$ cat src/rtl/intc_pkg.sv
package intc_pkg;
  // Offsets inside a bank page (byte addresses)
  localparam logic [7:0] OFF_MSTAT = 8'h00;
  localparam logic [7:0] OFF_RAW   = 8'h04;
  localparam logic [7:0] OFF_EN    = 8'h08;
  localparam logic [7:0] OFF_DIS   = 8'h0C;
  localparam logic [7:0] OFF_CUR   = 8'h20;
  localparam logic [7:0] OFF_ACK   = 8'h28;
  localparam logic [7:0] OFF_THR   = 8'h2C;
  // Offsets inside the shared page
  localparam logic [7:0] OFF_POL   = 8'h00;
  localparam logic [7:0] OFF_CAPT  = 8'h04;

  // Address pages (bus_addr[11:8])
  localparam logic [3:0] PAGE_SHARED = 4'h2;
  localparam logic [3:0] PAGE_PRIO   = 4'h3;

  typedef enum logic {
    BANK_IRQ = 1'b0,
    BANK_FIQ = 1'b1
  } bank_e;

  localparam int NBANK = 2;

  typedef struct packed {
    logic set_en;
    logic clr_en;
    logic wr_thr;
    logic ack;
  } bank_cmd_t;
endpackage

$ cat src/rtl/intc_cfg_regs.sv
module intc_cfg_regs #(
  parameter int NSRC   = 32,
  parameter int PRIO_W = 4,
  localparam int IDX_W = (NSRC > 1) ? $clog2(NSRC) : 1
) (
  input  logic                              clk,
  input  logic                              rst_n,
  input  logic                              wr_pol,
  input  logic                              wr_capt,
  input  logic                              wr_prio,
  input  logic [IDX_W-1:0]                  prio_idx,
  input  logic [NSRC-1:0]                   wdata,
  output logic [NSRC-1:0]                   pol_q,
  output logic [NSRC-1:0]                   capt_q,
  output logic [NSRC-1:0][PRIO_W-1:0]       prio_q
);
  always_ff @(posedge clk or negedge rst_n) begin
    if (!rst_n) begin
      pol_q  <= '1;
      capt_q <= '0;
    end else begin
      if (wr_pol)  pol_q  <= wdata;
      if (wr_capt) capt_q <= wdata;
    end
  end

  for (genvar n = 0; n < NSRC; n++) begin : g_prio
    logic hit;
    assign hit = wr_prio && (prio_idx == IDX_W'(n));
    always_ff @(posedge clk or negedge rst_n) begin
      if (!rst_n)   prio_q[n] <= '0;
      else if (hit) prio_q[n] <= wdata[PRIO_W-1:0];
    end
  end
endmodule

$ cat src/rtl/intc_src_cond.sv
module intc_src_cond #(
  parameter int NSRC = 32
) (
  input  logic            clk,
  input  logic            rst_n,
  input  logic [NSRC-1:0] src_i,
  input  logic [NSRC-1:0] pol_q,
  input  logic [NSRC-1:0] capt_q,
  input  logic [NSRC-1:0] clr_vec,
  output logic [NSRC-1:0] active,
  output logic [NSRC-1:0] latch_q,
  output logic [NSRC-1:0] pend
);
  // Polarity: 1 passes the input, 0 inverts it
  function automatic logic [NSRC-1:0] apply_pol(input logic [NSRC-1:0] s,
                                                input logic [NSRC-1:0] p);
    return s ^ ~p;
  endfunction

  assign active = apply_pol(src_i, pol_q);

  // Capture latch: set by activity, cleared by acknowledge; set wins
  always_ff @(posedge clk or negedge rst_n) begin
    if (!rst_n) latch_q <= '0;
    else        latch_q <= capt_q & ((latch_q & ~clr_vec) | active);
  end

  assign pend = active | (latch_q & capt_q);
endmodule

$ cat src/rtl/intc_bank.sv
module intc_bank #(
  parameter int NSRC   = 32,
  parameter int PRIO_W = 4,
  localparam int IDX_W = (NSRC > 1) ? $clog2(NSRC) : 1
) (
  input  logic                        clk,
  input  logic                        rst_n,
  input  logic [NSRC-1:0]             pend,
  input  logic [NSRC-1:0][PRIO_W-1:0] prio_q,
  input  intc_pkg::bank_cmd_t         cmd,
  input  logic [NSRC-1:0]             wdata,
  output logic [NSRC-1:0]             en_q,
  output logic [PRIO_W-1:0]           thr_q,
  output logic [NSRC-1:0]             masked,
  output logic                        any,
  output logic [IDX_W-1:0]            cur_idx,
  output logic [NSRC-1:0]             clr_vec
);
  // Lowest priority value wins; strict compare in ascending scan keeps
  // the lowest index on ties.
  function automatic logic [IDX_W-1:0] best_source(
      input logic [NSRC-1:0]             cand,
      input logic [NSRC-1:0][PRIO_W-1:0] pr);
    logic [IDX_W-1:0]  win;
    logic [PRIO_W-1:0] wp;
    logic              found;
    win   = '0;
    wp    = '1;
    found = 1'b0;
    for (int n = 0; n < NSRC; n++) begin
      if (cand[n] && (!found || (pr[n] < wp))) begin
        win   = IDX_W'(n);
        wp    = pr[n];
        found = 1'b1;
      end
    end
    return win;
  endfunction

  always_ff @(posedge clk or negedge rst_n) begin
    if (!rst_n) begin
      en_q  <= '0;
      thr_q <= '1;
    end else begin
      if (cmd.set_en)      en_q <= en_q | wdata;
      else if (cmd.clr_en) en_q <= en_q & ~wdata;
      if (cmd.wr_thr)      thr_q <= wdata[PRIO_W-1:0];
    end
  end

  logic [NSRC-1:0] qual;
  for (genvar n = 0; n < NSRC; n++) begin : g_qual
    assign qual[n]    = (prio_q[n] <= thr_q);
    assign clr_vec[n] = cmd.ack && any && (cur_idx == IDX_W'(n));
  end

  assign masked  = pend & en_q & qual;
  assign any     = |masked;
  assign cur_idx = best_source(masked, prio_q);
endmodule

$ cat src/rtl/dual_bank_intc.sv
module dual_bank_intc #(
  parameter int NSRC   = 32,
  parameter int PRIO_W = 4,
  parameter int DW     = 32,
  localparam int IDX_W = (NSRC > 1) ? $clog2(NSRC) : 1
) (
  input  logic            clk,
  input  logic            rst_n,
  input  logic [NSRC-1:0] src_i,
  input  logic            bus_sel,
  input  logic            bus_wr,
  input  logic [11:0]     bus_addr,
  input  logic [DW-1:0]   bus_wdata,
  output logic [DW-1:0]   bus_rdata,
  output logic            irq_o,
  output logic            fiq_o
);
  import intc_pkg::*;

  function automatic logic [DW-1:0] widen(input logic [NSRC-1:0] v);
    logic [DW-1:0] r;
    r = '0;
    r[NSRC-1:0] = v;
    return r;
  endfunction

  // Bus decode
  logic       wr_acc, rd_acc;
  logic [3:0] page;
  logic [7:0] off;
  logic       prio_addr_ok;
  logic [IDX_W-1:0] prio_idx;
  logic [NSRC-1:0]  wdata_src;

  assign wr_acc       = bus_sel && bus_wr;
  assign rd_acc       = bus_sel && !bus_wr;
  assign page         = bus_addr[11:8];
  assign off          = bus_addr[7:0];
  assign prio_addr_ok = (page == PAGE_PRIO) && (bus_addr[1:0] == 2'b00) &&
                        ({1'b0, bus_addr[7:2]} < 7'(NSRC));
  assign prio_idx     = bus_addr[2 +: IDX_W];
  assign wdata_src    = bus_wdata[NSRC-1:0];

  logic wr_pol, wr_capt, wr_prio;
  assign wr_pol  = wr_acc && (page == PAGE_SHARED) && (off == OFF_POL);
  assign wr_capt = wr_acc && (page == PAGE_SHARED) && (off == OFF_CAPT);
  assign wr_prio = wr_acc && prio_addr_ok;

  // Shared configuration
  logic [NSRC-1:0]             pol_q, capt_q;
  logic [NSRC-1:0][PRIO_W-1:0] prio_q;

  intc_cfg_regs #(.NSRC(NSRC), .PRIO_W(PRIO_W)) u_cfg (
    .clk      (clk),
    .rst_n    (rst_n),
    .wr_pol   (wr_pol),
    .wr_capt  (wr_capt),
    .wr_prio  (wr_prio),
    .prio_idx (prio_idx),
    .wdata    (wdata_src),
    .pol_q    (pol_q),
    .capt_q   (capt_q),
    .prio_q   (prio_q)
  );

  // Source conditioning
  logic [NSRC-1:0] active, latch_q, pend, clr_vec;

  intc_src_cond #(.NSRC(NSRC)) u_src (
    .clk     (clk),
    .rst_n   (rst_n),
    .src_i   (src_i),
    .pol_q   (pol_q),
    .capt_q  (capt_q),
    .clr_vec (clr_vec),
    .active  (active),
    .latch_q (latch_q),
    .pend    (pend)
  );

  // Banks
  logic [NBANK-1:0][NSRC-1:0]   en_b, masked_b, clr_b;
  logic [NBANK-1:0][PRIO_W-1:0] thr_b;
  logic [NBANK-1:0][IDX_W-1:0]  cur_b;
  logic [NBANK-1:0]             any_b;
  bank_cmd_t                    cmd_b [NBANK];

  for (genvar b = 0; b < NBANK; b++) begin : g_bank
    logic in_bank;
    assign in_bank          = (page == 4'(b));
    assign cmd_b[b].set_en  = wr_acc && in_bank && (off == OFF_EN);
    assign cmd_b[b].clr_en  = wr_acc && in_bank && (off == OFF_DIS);
    assign cmd_b[b].wr_thr  = wr_acc && in_bank && (off == OFF_THR);
    assign cmd_b[b].ack     = rd_acc && in_bank && (off == OFF_ACK);

    intc_bank #(.NSRC(NSRC), .PRIO_W(PRIO_W)) u_bank (
      .clk     (clk),
      .rst_n   (rst_n),
      .pend    (pend),
      .prio_q  (prio_q),
      .cmd     (cmd_b[b]),
      .wdata   (wdata_src),
      .en_q    (en_b[b]),
      .thr_q   (thr_b[b]),
      .masked  (masked_b[b]),
      .any     (any_b[b]),
      .cur_idx (cur_b[b]),
      .clr_vec (clr_b[b])
    );
  end

  assign clr_vec = clr_b[BANK_IRQ] | clr_b[BANK_FIQ];

  // Named events for the checker
  logic            set_irq, dis_irq;
  logic [NSRC-1:0] en_irq, en_fiq, masked_irq;
  logic [IDX_W-1:0] cur_irq;
  assign set_irq    = cmd_b[BANK_IRQ].set_en;
  assign dis_irq    = cmd_b[BANK_IRQ].clr_en;
  assign en_irq     = en_b[BANK_IRQ];
  assign en_fiq     = en_b[BANK_FIQ];
  assign masked_irq = masked_b[BANK_IRQ];
  assign cur_irq    = cur_b[BANK_IRQ];

  assign irq_o = any_b[BANK_IRQ];
  assign fiq_o = any_b[BANK_FIQ];

  // Read mux
  logic rd_bank;
  assign rd_bank = page[0];

  always_comb begin
    bus_rdata = '0;
    if (page == 4'h0 || page == 4'h1) begin
      case (off)
        OFF_MSTAT: bus_rdata = widen(masked_b[rd_bank]);
        OFF_RAW:   bus_rdata = widen(pend);
        OFF_EN:    bus_rdata = widen(en_b[rd_bank]);
        OFF_CUR:   bus_rdata = DW'(cur_b[rd_bank]);
        OFF_THR:   bus_rdata = DW'(thr_b[rd_bank]);
        default:   bus_rdata = '0;
      endcase
    end else if (page == PAGE_SHARED) begin
      if (off == OFF_POL)       bus_rdata = widen(pol_q);
      else if (off == OFF_CAPT) bus_rdata = widen(capt_q);
    end else if (prio_addr_ok) begin
      bus_rdata = DW'(prio_q[prio_idx]);
    end
  end
endmodule

$ cat config.mk
export PLATFORM = sky130hd
export DESIGN_NAME = dual_bank_intc
export DESIGN_NICKNAME = d
export VERILOG_FILES = /design/src/rtl/intc_pkg.sv /design/src/rtl/intc_cfg_regs.sv /design/src/rtl/intc_src_cond.sv /design/src/rtl/intc_bank.sv /design/src/rtl/dual_bank_intc.sv
export SDC_FILE = /design/constraint.sdc
export NUM_CORES = 1
export LEC_CHECK = 0
export ABC_AREA = 1
export BUFFER_PORTS_ARGS = -buffer_cell sky130_fd_sc_hd__buf_2
export CAP_MARGIN = 20
export CELL_PAD_IN_SITES_DETAIL_PLACEMENT = 1
export CELL_PAD_IN_SITES_GLOBAL_PLACEMENT = 1
export CORE_ASPECT_RATIO = 1.75
export CORE_MARGIN = 3
export CORE_UTILIZATION = 48
export CTS_BUF_LIST = sky130_fd_sc_hd__clkbuf_2 sky130_fd_sc_hd__clkbuf_4 sky130_fd_sc_hd__clkbuf_8
export DETAILED_ROUTE_END_ITERATION = 10
export GPL_ROUTABILITY_DRIVEN = 0
export HOLD_SLACK_MARGIN = 0.12
export PLACE_DENSITY = 0.87
export SLEW_MARGIN = 0
export SYNTH_ARGS = -nofsm -noshare
export SYNTH_HDL_FRONTEND = slang
export SYNTH_SLANG_ARGS = --single-unit
$ cat constraint.sdc
create_clock -name clk -period 63.1 [get_ports clk]
set_input_delay 12.62 -clock clk [delete_from_list [all_inputs] [get_ports clk]]
set_output_delay 12.62 -clock clk [all_outputs]
set_load 0.02 [all_outputs]
Word-level counts from Yosys, hierarchy flattened
Index checks and enable logic that the tools add are counted.
{"block": "classes", "n_mux": 206, "n_reduce_logical": 316, "order_cmp": 129, "n_eq_ne": 102, "bitwise_logic": 18}
{"cell": "$mux 32", "count": 12}
{"cell": "$mux 4", "count": 82}
{"cell": "$and 32x32->32", "count": 9}
{"cell": "$le 4x4->1", "count": 64}
{"cell": "$lt 4x4->1", "count": 62}
{"cell": "$eq 5x5->1 const B", "count": 48}
{"cell": "$logic_and 1x1->1", "count": 180}
{"cell": "$mux 5", "count": 34}
{"cell": "$or 32x32->32", "count": 5}
{"cell": "$pmux 32 s5", "count": 1}
{"cell": "$eq 5x4->1 const B", "count": 24}
{"cell": "$not 32->32", "count": 3}
{"cell": "$mux 1", "count": 64}
{"cell": "$reduce_or 32->1", "count": 2}
{"cell": "$logic_not 1->1", "count": 63}
{"cell": "$logic_or 1x1->1", "count": 63}
{"cell": "$eq 5x3->1 const B", "count": 12}
{"cell": "$xor 32x32->32", "count": 1}
{"cell": "$eq 5x2->1 const B", "count": 6}
{"cell": "$eq 8x6->1 const B", "count": 3}
{"cell": "$mux 3", "count": 8}
{"cell": "$bmux 4 s5", "count": 1}
{"cell": "$eq 8x4->1 const B", "count": 2}
{"cell": "$eq 5x1->1 const B", "count": 3}
{"cell": "12 further kinds", "count": 19}
{"block": "word_totals", "inputBits": 80, "out_inout_bits": 34, "register_bits": 296, "wordCells": 810}

Depth between registers and ports, before layout
Gate-level depths: netlist (run 1).
{"block": "logic_depth", "word_depth": 137, "depth_mapped": 294, "ltp_nobuf": 293}

Modules after synthesis
A second synthesis (run 1) with hierarchy kept.
{"block": "unflattened", "cells_unflattened": 5520, "area_unflattened_um2": 36068.3}
{"module": "intc_bank (g_bank[1].u_bank)", "n_inst": 1, "seq_area_each_um2": 905.9, "cells_per_inst": 1795, "area_per_inst_um2": 11046.8}
{"module": "intc_bank (g_bank[0].u_bank)", "n_inst": 1, "seq_area_each_um2": 905.9, "cells_per_inst": 1784, "area_per_inst_um2": 11034.3}
{"module": "intc_cfg_regs", "n_inst": 1, "seq_area_each_um2": 4844.6, "cells_per_inst": 756, "area_per_inst_um2": 7677.4}
{"module": "dual_bank_intc", "n_inst": 1, "seq_area_each_um2": 0.0, "cells_per_inst": 801, "area_per_inst_um2": 4067.7}
{"module": "intc_src_cond", "n_inst": 1, "seq_area_each_um2": 800.8, "cells_per_inst": 384, "area_per_inst_um2": 2242.2}

Worst setup path before layout (run 1)
No wires, ideal clock.
{"block": "synth_path", "path_kind": "input to output", "start": "input port src_i[0]", "end": "output port bus_rdata[3]", "required_ns": 50.480, "t_arrival_ns": 41.079, "path_buffers": 1, "path_stages": 259, "path_slack_ns": 9.401, "path_cell_list": "inv_1 -> nand2_2 -> nand3_2 -> nand2_2 -> inv_4 -> nand2_4 -> nor2_1 -> ha_1 -> a31oi_1 -> nand2_2 -> nand2_2 -> nand2_4 -> o21ai_0 -> ha_1 -> inv_1 -> o21bai_1 -> inv_1 -> nand2_2 -> (+223 left out) -> nand2_1 -> nand2_2 -> nand2_4 -> nand2_1 -> o21ai_0 -> ha_1 -> nand2_1 -> inv_1 -> nand2_1 -> nand2_1 -> nand2_2 -> nand2_4 -> buf_8 -> nand2_4 -> o211ai_1 -> nand3_1 -> nand2_1 -> nand2_1"}
{"block": "synth_via", "elab_chain_cells": 133, "elab_cells_between_ends": 430, "classes_between": "order compare (62); mux (176); bitwise (6); reduce/logical (186)"}
{"item": "start: declaration", "line_no": "dual_bank_intc.sv:9", "source": "input logic [NSRC-1:0] src_i,"}
{"item": "$xor 32x32->32 (*)", "line_no": "intc_src_cond.sv:17", "source": "return s ^ ~p;"}
{"item": "$or 32x32->32 (*)", "line_no": "intc_src_cond.sv:28", "source": "assign pend = active | (latch_q & capt_q);"}
{"item": "$and 32x32->32 (2 in a row)", "line_no": "intc_bank.sv:57", "source": "assign masked = pend & en_q & qual;"}
{"item": "$mux 4 or $mux 1 (tied branches)", "line_no": "intc_bank.sv:31", "source": "if (cand[n] && (!found || (pr[n] < wp))) begin"}
{"item": "$lt 4x4->1 or $logic_not 1->1 (tied branches)", "line_no": "intc_bank.sv:31"}
{"item": "$logic_or 1x1->1", "line_no": "intc_bank.sv:31"}
{"item": "$logic_and 1x1->1", "line_no": "intc_bank.sv:31"}
{"item": "$mux 4 or $mux 1 (tied branches)", "line_no": "intc_bank.sv:31"}
{"item": "(+115 left out)"}
{"item": "$mux 4 or $mux 1 (tied branches)", "line_no": "intc_bank.sv:31"}
{"item": "$lt 4x4->1 or $logic_not 1->1 (tied branches)", "line_no": "intc_bank.sv:31"}
{"item": "$logic_or 1x1->1", "line_no": "intc_bank.sv:31"}
{"item": "$logic_and 1x1->1", "line_no": "intc_bank.sv:31"}
{"item": "$mux 5", "line_no": "intc_bank.sv:31"}
{"item": "$mux 5 (implied by the code) (*) (2 in a row)", "line_no": "dual_bank_intc.sv:139", "source": "OFF_CUR: bus_rdata = DW'(cur_b[rd_bank]);"}
{"item": "$pmux 32 s5 (*)", "line_no": "dual_bank_intc.sv:135", "source": "case (off)"}
{"item": "$mux 32 (*)", "line_no": "dual_bank_intc.sv:134", "source": "if (page == 4'h0 || page == 4'h1) begin"}
{"item": "end: declaration", "line_no": "dual_bank_intc.sv:14", "source": "output logic [DW-1:0] bus_rdata,"}
Every way passes the cells marked *; elsewhere a longest branch is shown, timed or not. The select of a mux whose other input is x is not followed.

Final worst setup path (run 1)
Ends and elaborated chain as after synthesis.

==> results of run 1 <==
## metal layers
metal	share of wire [%]	vias to the layer above	GRT usage [%]
li1	-	17200	-
met1	33	18500	40.7
met2	46	1916	67.3
met3	8.7	974	9.75
met4	13	4	40.1
met5	0.015	-	0
## power breakdown
group / switching (uW) / leakage (uW) / internal (uW)
clock: 91.5 / 0.000588 / 105
combinational: 33.8 / 0.0144 / 10.3
sequential: 0.756 / 0.00399 / 190
## area by class of cell
cell class / instances / area (sq um)
multi-input combinational: 4047 / 23000
tap: 917 / 1150
timing repair buffer: 171 / 1030
clock inverter: 12 / 104
inverter: 653 / 2500
sequential: 296 / 7460
antenna: 4 / 10.0
fill: 9733 / 34400
clock buffer: 78 / 998
## logic make-up (layout without fill, tap and decap cells)
family                     Yosys count  in the layout
other                                0              4
AOI/OAI and AO/OA                  995            995
buffers and inverters              780            914
xor gates and xnor gates            31             31
DFF                                296            296
and+or+nand+nor                   2695           2695
adders and majority gates          326            326
## metrics by stage
stage          hold WS, ns  total power, uW  setup WS, ns
6_report             0.493              432          3.58
5_1_grt              0.528              441       0.00584
4_1_cts              0.493              428          3.17
3_5_place_dp         0.477              236          3.36
3_3_place_gp         0.466              235          4.39
2_1_floorplan        0.453              216          9.40
## final timing paths
path / cells past startpoint / end / slack [ns] / startpoint
max in group asynchronous: 3 / u_cfg.prio_q[33] / 48.77 / rst_n
max: 263 / bus_rdata[3] / 3.58 / src_i[0]
min: 2 / u_cfg.prio_q[60] / 0.49 / u_cfg.prio_q[60]
max reg2reg: 263 / u_src.latch_q[19] / 26.89 / g_bank[1].u_bank.thr_q[3]
min in group asynchronous: 1 / u_src.latch_q[25] / 12.05 / rst_n
min reg2reg: 2 / u_cfg.prio_q[60] / 0.49 / u_cfg.prio_q[60]
## critical path, delay by kind of cell
kind / cells / cell delay (ns)
adders and majority gates: 31 / 10.01
AOI/OAI and AO/OA: 56 / 9.64
buffers and inverters: 49 / 3.00
and+or+nand+nor: 127 / 11.56
## Yosys cell counts, types with 81 or more instances
| cell type | n |
|---|---|
| nand2_1 | 1291 |
| o21ai_0 | 584 |
| inv_2 | 89 |
| dfrtp_1 | 256 |
| clkbuf_1 | 81 |
| inv_1 | 526 |
| nand3_1 | 590 |
| ha_1 | 326 |
| a21oi_1 | 168 |
| nand2_4 | 84 |
| nor2_1 | 287 |
| nand2_2 | 292 |
## timing repair
action                                  in CTS  in global routing
gates resized for setup                      0                  5
endpoints found under the hold margin        0                  0
endpoints found under the setup margin       0                  5
hold buffers                                 0                  0
==> metrics.md, run 1 <==
| Metric | Value |
|---|---|
| Slowest-stage cell, CP | `o21ai_0` |
| Detailed Route WL | `157,000 um` |
| Netlist Area Pre-Place | `34,300 sq um` |
| TritonCTS Buffers | `48` |
| Worst-margin pin slew | `approximately 1.3 ns` |
| Dpl cells | `6,079` |
| Post-synth EDFFs | `0` |
| Total GRT Usage | `40.5%` |
| Relative slew margins | `about 14%` |
| Yosys warns | `0` |
| Pwr dens | `11.9 nW/um^2` |
| Peak supply drop | `13.7 uV` |
| Top post-synthesis cells by area | `dfrtp_1 (19%), nand2_1 (14%), ha_1 (12%)` |
| Number of global-route vias before repair | `40,400` |
| Non-Filler Instances | `6,178` |
| Total negative setup slack | `0 ns` |
| Ports | `114` |
| Vias per cell | `about 6.2` |
| CTS Buffer Depth | `3` |
| Max-slew violation count | `0` |
| HP Class | `flop to flop` |
| Cells after Synth | `5,123` |
| Crit Path Class | `primary input to output port` |
| HPWL Detailed | `approximately 120,000 um` |
| Most frequent CP cell | `nand2_1` |
| Floorplan core area | `70,700 sq um` |
| Leading area contributor after synthesis | `dfrtp_1` |
| Status | `finished, final reports clean` |
| Post-Synth Simple-Gate Area | `38.0%` |
| Static leakage | `0.0190 uW` |
| Largest family of logic cells by synthesized area | `simple AND/OR/NAND/NOR gates` |
| Die X | `208 um` |
| FMAX | `16.8 MHz` |
| Most common cell after layout, fill and taps aside | `nand2_1` |
| Final core occ | `51.3%` |
| #FFs+latches synth | `296` |
| Area growth syn-to-layout | `5.75%` |
| Clock latency on the worst-skew pair | `0.66 ns` |
| Share of the synthesized area in the top cell type | `18.7%` |
| Global-route wire length before repair | `235,000 um` |
| Post-Synth Adder-Cell Area | `between 10% and 20%` |
| Wire length per cell | `25.4 um` |
| Root Buffer Master | `clkbuf_8` |
| Row count | `around 130` |
| Min Tclk post-route | `59.52 ns` |
| Post-synthesis mux area share | `0%` |
| Most frequent cells in the layout | `nand2_1 (1,288), nand3_1 (590), o21ai_0 (578)` |
| Synth cell types | `65` |
| Vias | `roughly 39,000` |
| Clk sinks | `296` |
| Final hold viol count | `0` |
| Max Cap Viol | `0` |
| Port bufs | `around 110` |
| Nets@finish | `between 5,000 and 6,000` |
| Reg clk slew, reported paths | `around 0.06 ns` |
| Largest fanout on the critical path | `14` |
| Worst setup EP type | `output port` |
| Critical Path RT | `50.48 ns` |
| Number of routed nets with antenna violations | `0` |
| Syn nets | `5,529` |
| Async S/R FF share, synth | `100%` |
| DIE HEIGHT | `360 um` |
| Register area share after synthesis | `a little over a fifth` |
| Critical path launch point type | `primary input` |
| Final Skew | `0.0505 ns` |
| Synthesized area per cell | `between 6 and 7 sq um` |
| Complex-gate fraction of the synthesized area | `~16%` |
| First-pass DRT Iterations | `6` |
| Post-DP Area | `35,100 sq um` |
| Layout cells sized above 1 | `17.5%` |
| Starting DRT DRC Count | `2,992` |
| DRC | `0` |
| Top_reg_cell synth | `dfrtp_1` |
| Largest net degree at the start of global routing | `between 100 and 150` |
| Design Area, Final | `36,200 sq um` |
| Slowest cell delay on critical path | `0.39 ns` |
| RSZ-0062 raised after global routing | `false` |
| Starting Density | `48.5%` |
| Max H-tree Level | `2` |
| Initial antenna violation count | `6` |
| Crit path arrival time | `46.90 ns` |
| Synth Area in XOR/XNOR | `less than 1%` |
| Remaining Overflow, GRT | `0` |
| Full die area | `74,800 sq um` |
| CTS tree | `done` |
| # Post-CTS Setup Buffers | `0` |
| Final period util | `94.3%` |
| Endpoints failing setup | `0` |
Power figures use the tool's default switching activity.
==> run 2: changes to the inputs <==
- BUFFER_PORTS_ARGS: -buffer_cell sky130_fd_sc_hd__buf_2 -> -buffer_cell sky130_fd_sc_hd__clkbuf_2
==> run 2 against run 1 <==
- final cell count is essentially flat
- clock-buffer cell count is 5 lower
- sequential power hardly changed
- worst setup slack got worse by 0.24 ns
- total power rose by 0.73%
- highest routed layer unchanged
- register-to-register slack lost 0.19 ns
==> metrics.md, run 2 (synthesized netlist as in run 1, its figures left out) <==
| Metric | Value |
|---|---|
| Crit Path Class | `primary input to output port` |
| Detailed Route WL | `155,000 um` |
| Final Skew | `0.0356 ns` |
| Final hold viol count | `0` |
| Most common cell after layout, fill and taps aside | `nand2_1` |
| Ports | `114` |
| Met1 usage | `about 40%` |
| HP Class | `flop to flop` |
| Nets@finish | `5,616` |
| Relative slew margins | `between 10% and 20%` |
| Remaining Overflow, GRT | `0` |
| Pwr Total | `between 400 and 500 uW` |
| Critical path launch point type | `primary input` |
| Vias | `a little under 40,000` |
| Total negative setup slack | `0 ns` |
| Row count | `approximately 130` |
| Slowest cell delay on critical path | `0.35 ns` |
| Peak supply drop | `15.9 uV` |
| Met2 Usage GRT | `67.1%` |
| Die X | `208 um` |
| Wire length per cell | `about 25 um` |
| TritonCTS Buffers | `48` |
| Largest fanout on the critical path | `14` |
| Slowest-stage cell, CP | `o21ai_0` |
| Global-route wire length before repair | `roughly 230,000 um` |
| Layout cells sized above 1 | `17.4%` |
| Starting DRT DRC Count | `2,842` |
| Worst-margin pin slew | `1.28 ns` |
| Reg clk slew, reported paths | `0.07 ns` |
| FMAX | `16.7 MHz` |
| Worst setup EP type | `output port` |
| CTS Buffer Depth | `3` |
| Endpoints failing setup | `0` |
| Max Cap Viol | `0` |
| Number of global-route vias before repair | `40,100` |
| Static leakage | `between 0.015 and 0.02 uW` |
| First-pass DRT Iterations | `6` |
| Max H-tree Level | `2` |
| Initial antenna violation count | `8` |
| Gr busiest metal | `met2` |
| Vias per cell | `6.24` |
| Clk sinks | `296` |
| Port bufs | `113` |
| Root Buffer Master | `clkbuf_8` |
| Met3 usage | `9.42%` |
| Status | `finished, final reports clean` |
| Most frequent CP cell | `nand2_1` |
| Clock latency on the worst-skew pair | `around 0.65 ns` |
| Min Tclk post-route | `59.76 ns` |
| DRC | `0` |
| RSZ-0062 raised after global routing | `false` |
| CTS tree | `done` |
| Critical Path RT | `50.48 ns` |
| Starting Density | `48.5%` |
| Area growth syn-to-layout | `5.60%` |
| Floorplan core area | `70,700 sq um` |
| Crit path arrival time | `47.14 ns` |
| Largest net degree at the start of global routing | `102` |
| Number of routed nets with antenna violations | `0` |
| DIE HEIGHT | `360 um` |
| Final period util | `94.7%` |
| Most frequent cells in the layout | `nand2_1 (1,287), nand3_1 (590), o21ai_0 (576)` |
| Total GRT Usage | `about two fifths` |
| Pwr dens | `12.0 nW/um^2` |
| # Post-CTS Setup Buffers | `0` |
| Full die area | `between 70,000 and 80,000 sq um` |
| HPWL Detailed | `117,000 um` |
| Max-slew violation count | `0` |
[run 2: area by class of cell]
type | instances | area [sq um]
sequential | 296 | 7460
timing repair buffer | 164 | 958
tap | 917 | 1150
clock buffer | 73 | 936
multi-input combinational | 4047 | 23000
antenna | 7 | 17.5
inverter | 653 | 2500
clock inverter | 17 | 175
fill | 9688 | 34500
[run 2: worst max-delay path, delay by kind of cell]
family	cells	cell delay, ns
AO/OA/AOI/OAI	61	9.73
adder cells (fa/ha/maj)	31	10.01
buffers and inverters	61	3.79
AND/OR/NAND/NOR	115	10.90
[run 2: metal layers]
metal	vias to the layer above	share of wire, %
li1	17200	-
met1	18500	33
met2	1922	47
met3	916	8.0
met4	2	12
met5	-	0.0097
[run 2: where the power goes]
part | switching, uW | internal [uW] | total (uW)
Combinational | 33.5 | 10.3 | 43.8
Clock | 92.2 | 108 | 200
Sequential | 0.770 | 190 | 191
Total | 126 | 309 | 435
[run 2: through the flow]
stage	cell area, sq um	hold slack (ns)	util [%]	instances	worst slack [ns]
global placement	35000	0.466	49.6	6073	4.33
global route	36200	0.525	51.2	6169	0.0399
detailed placement	35000	0.473	49.6	6073	3.09
floorplan	34300	0.453	-	5123	9.40
finish	36200	0.488	51.2	6174	3.34
CTS	36200	0.489	51.1	6163	2.95
[run 2: path summary, 6_finish.rpt]
path	endpoint	cells after the start	startpoint	slack (ns)
max	bus_rdata[4]	268	src_i[0]	3.34
max reg2reg	u_src.latch_q[19]	266	g_bank[1].u_bank.thr_q[3]	26.70
min reg2reg	u_cfg.prio_q[52]	2	u_cfg.prio_q[52]	0.49
min	u_cfg.prio_q[52]	2	u_cfg.prio_q[52]	0.49
min in group asynchronous	asynchronous set/reset pin	1	rst_n	12.02
max in group asynchronous	u_cfg.prio_q[37]	3	rst_n	48.76
[run 2: timing repair]
item,in CTS,in global routing
gates resized for setup,0,8
hold buffers,0,0
setup endpoints to repair,0,5
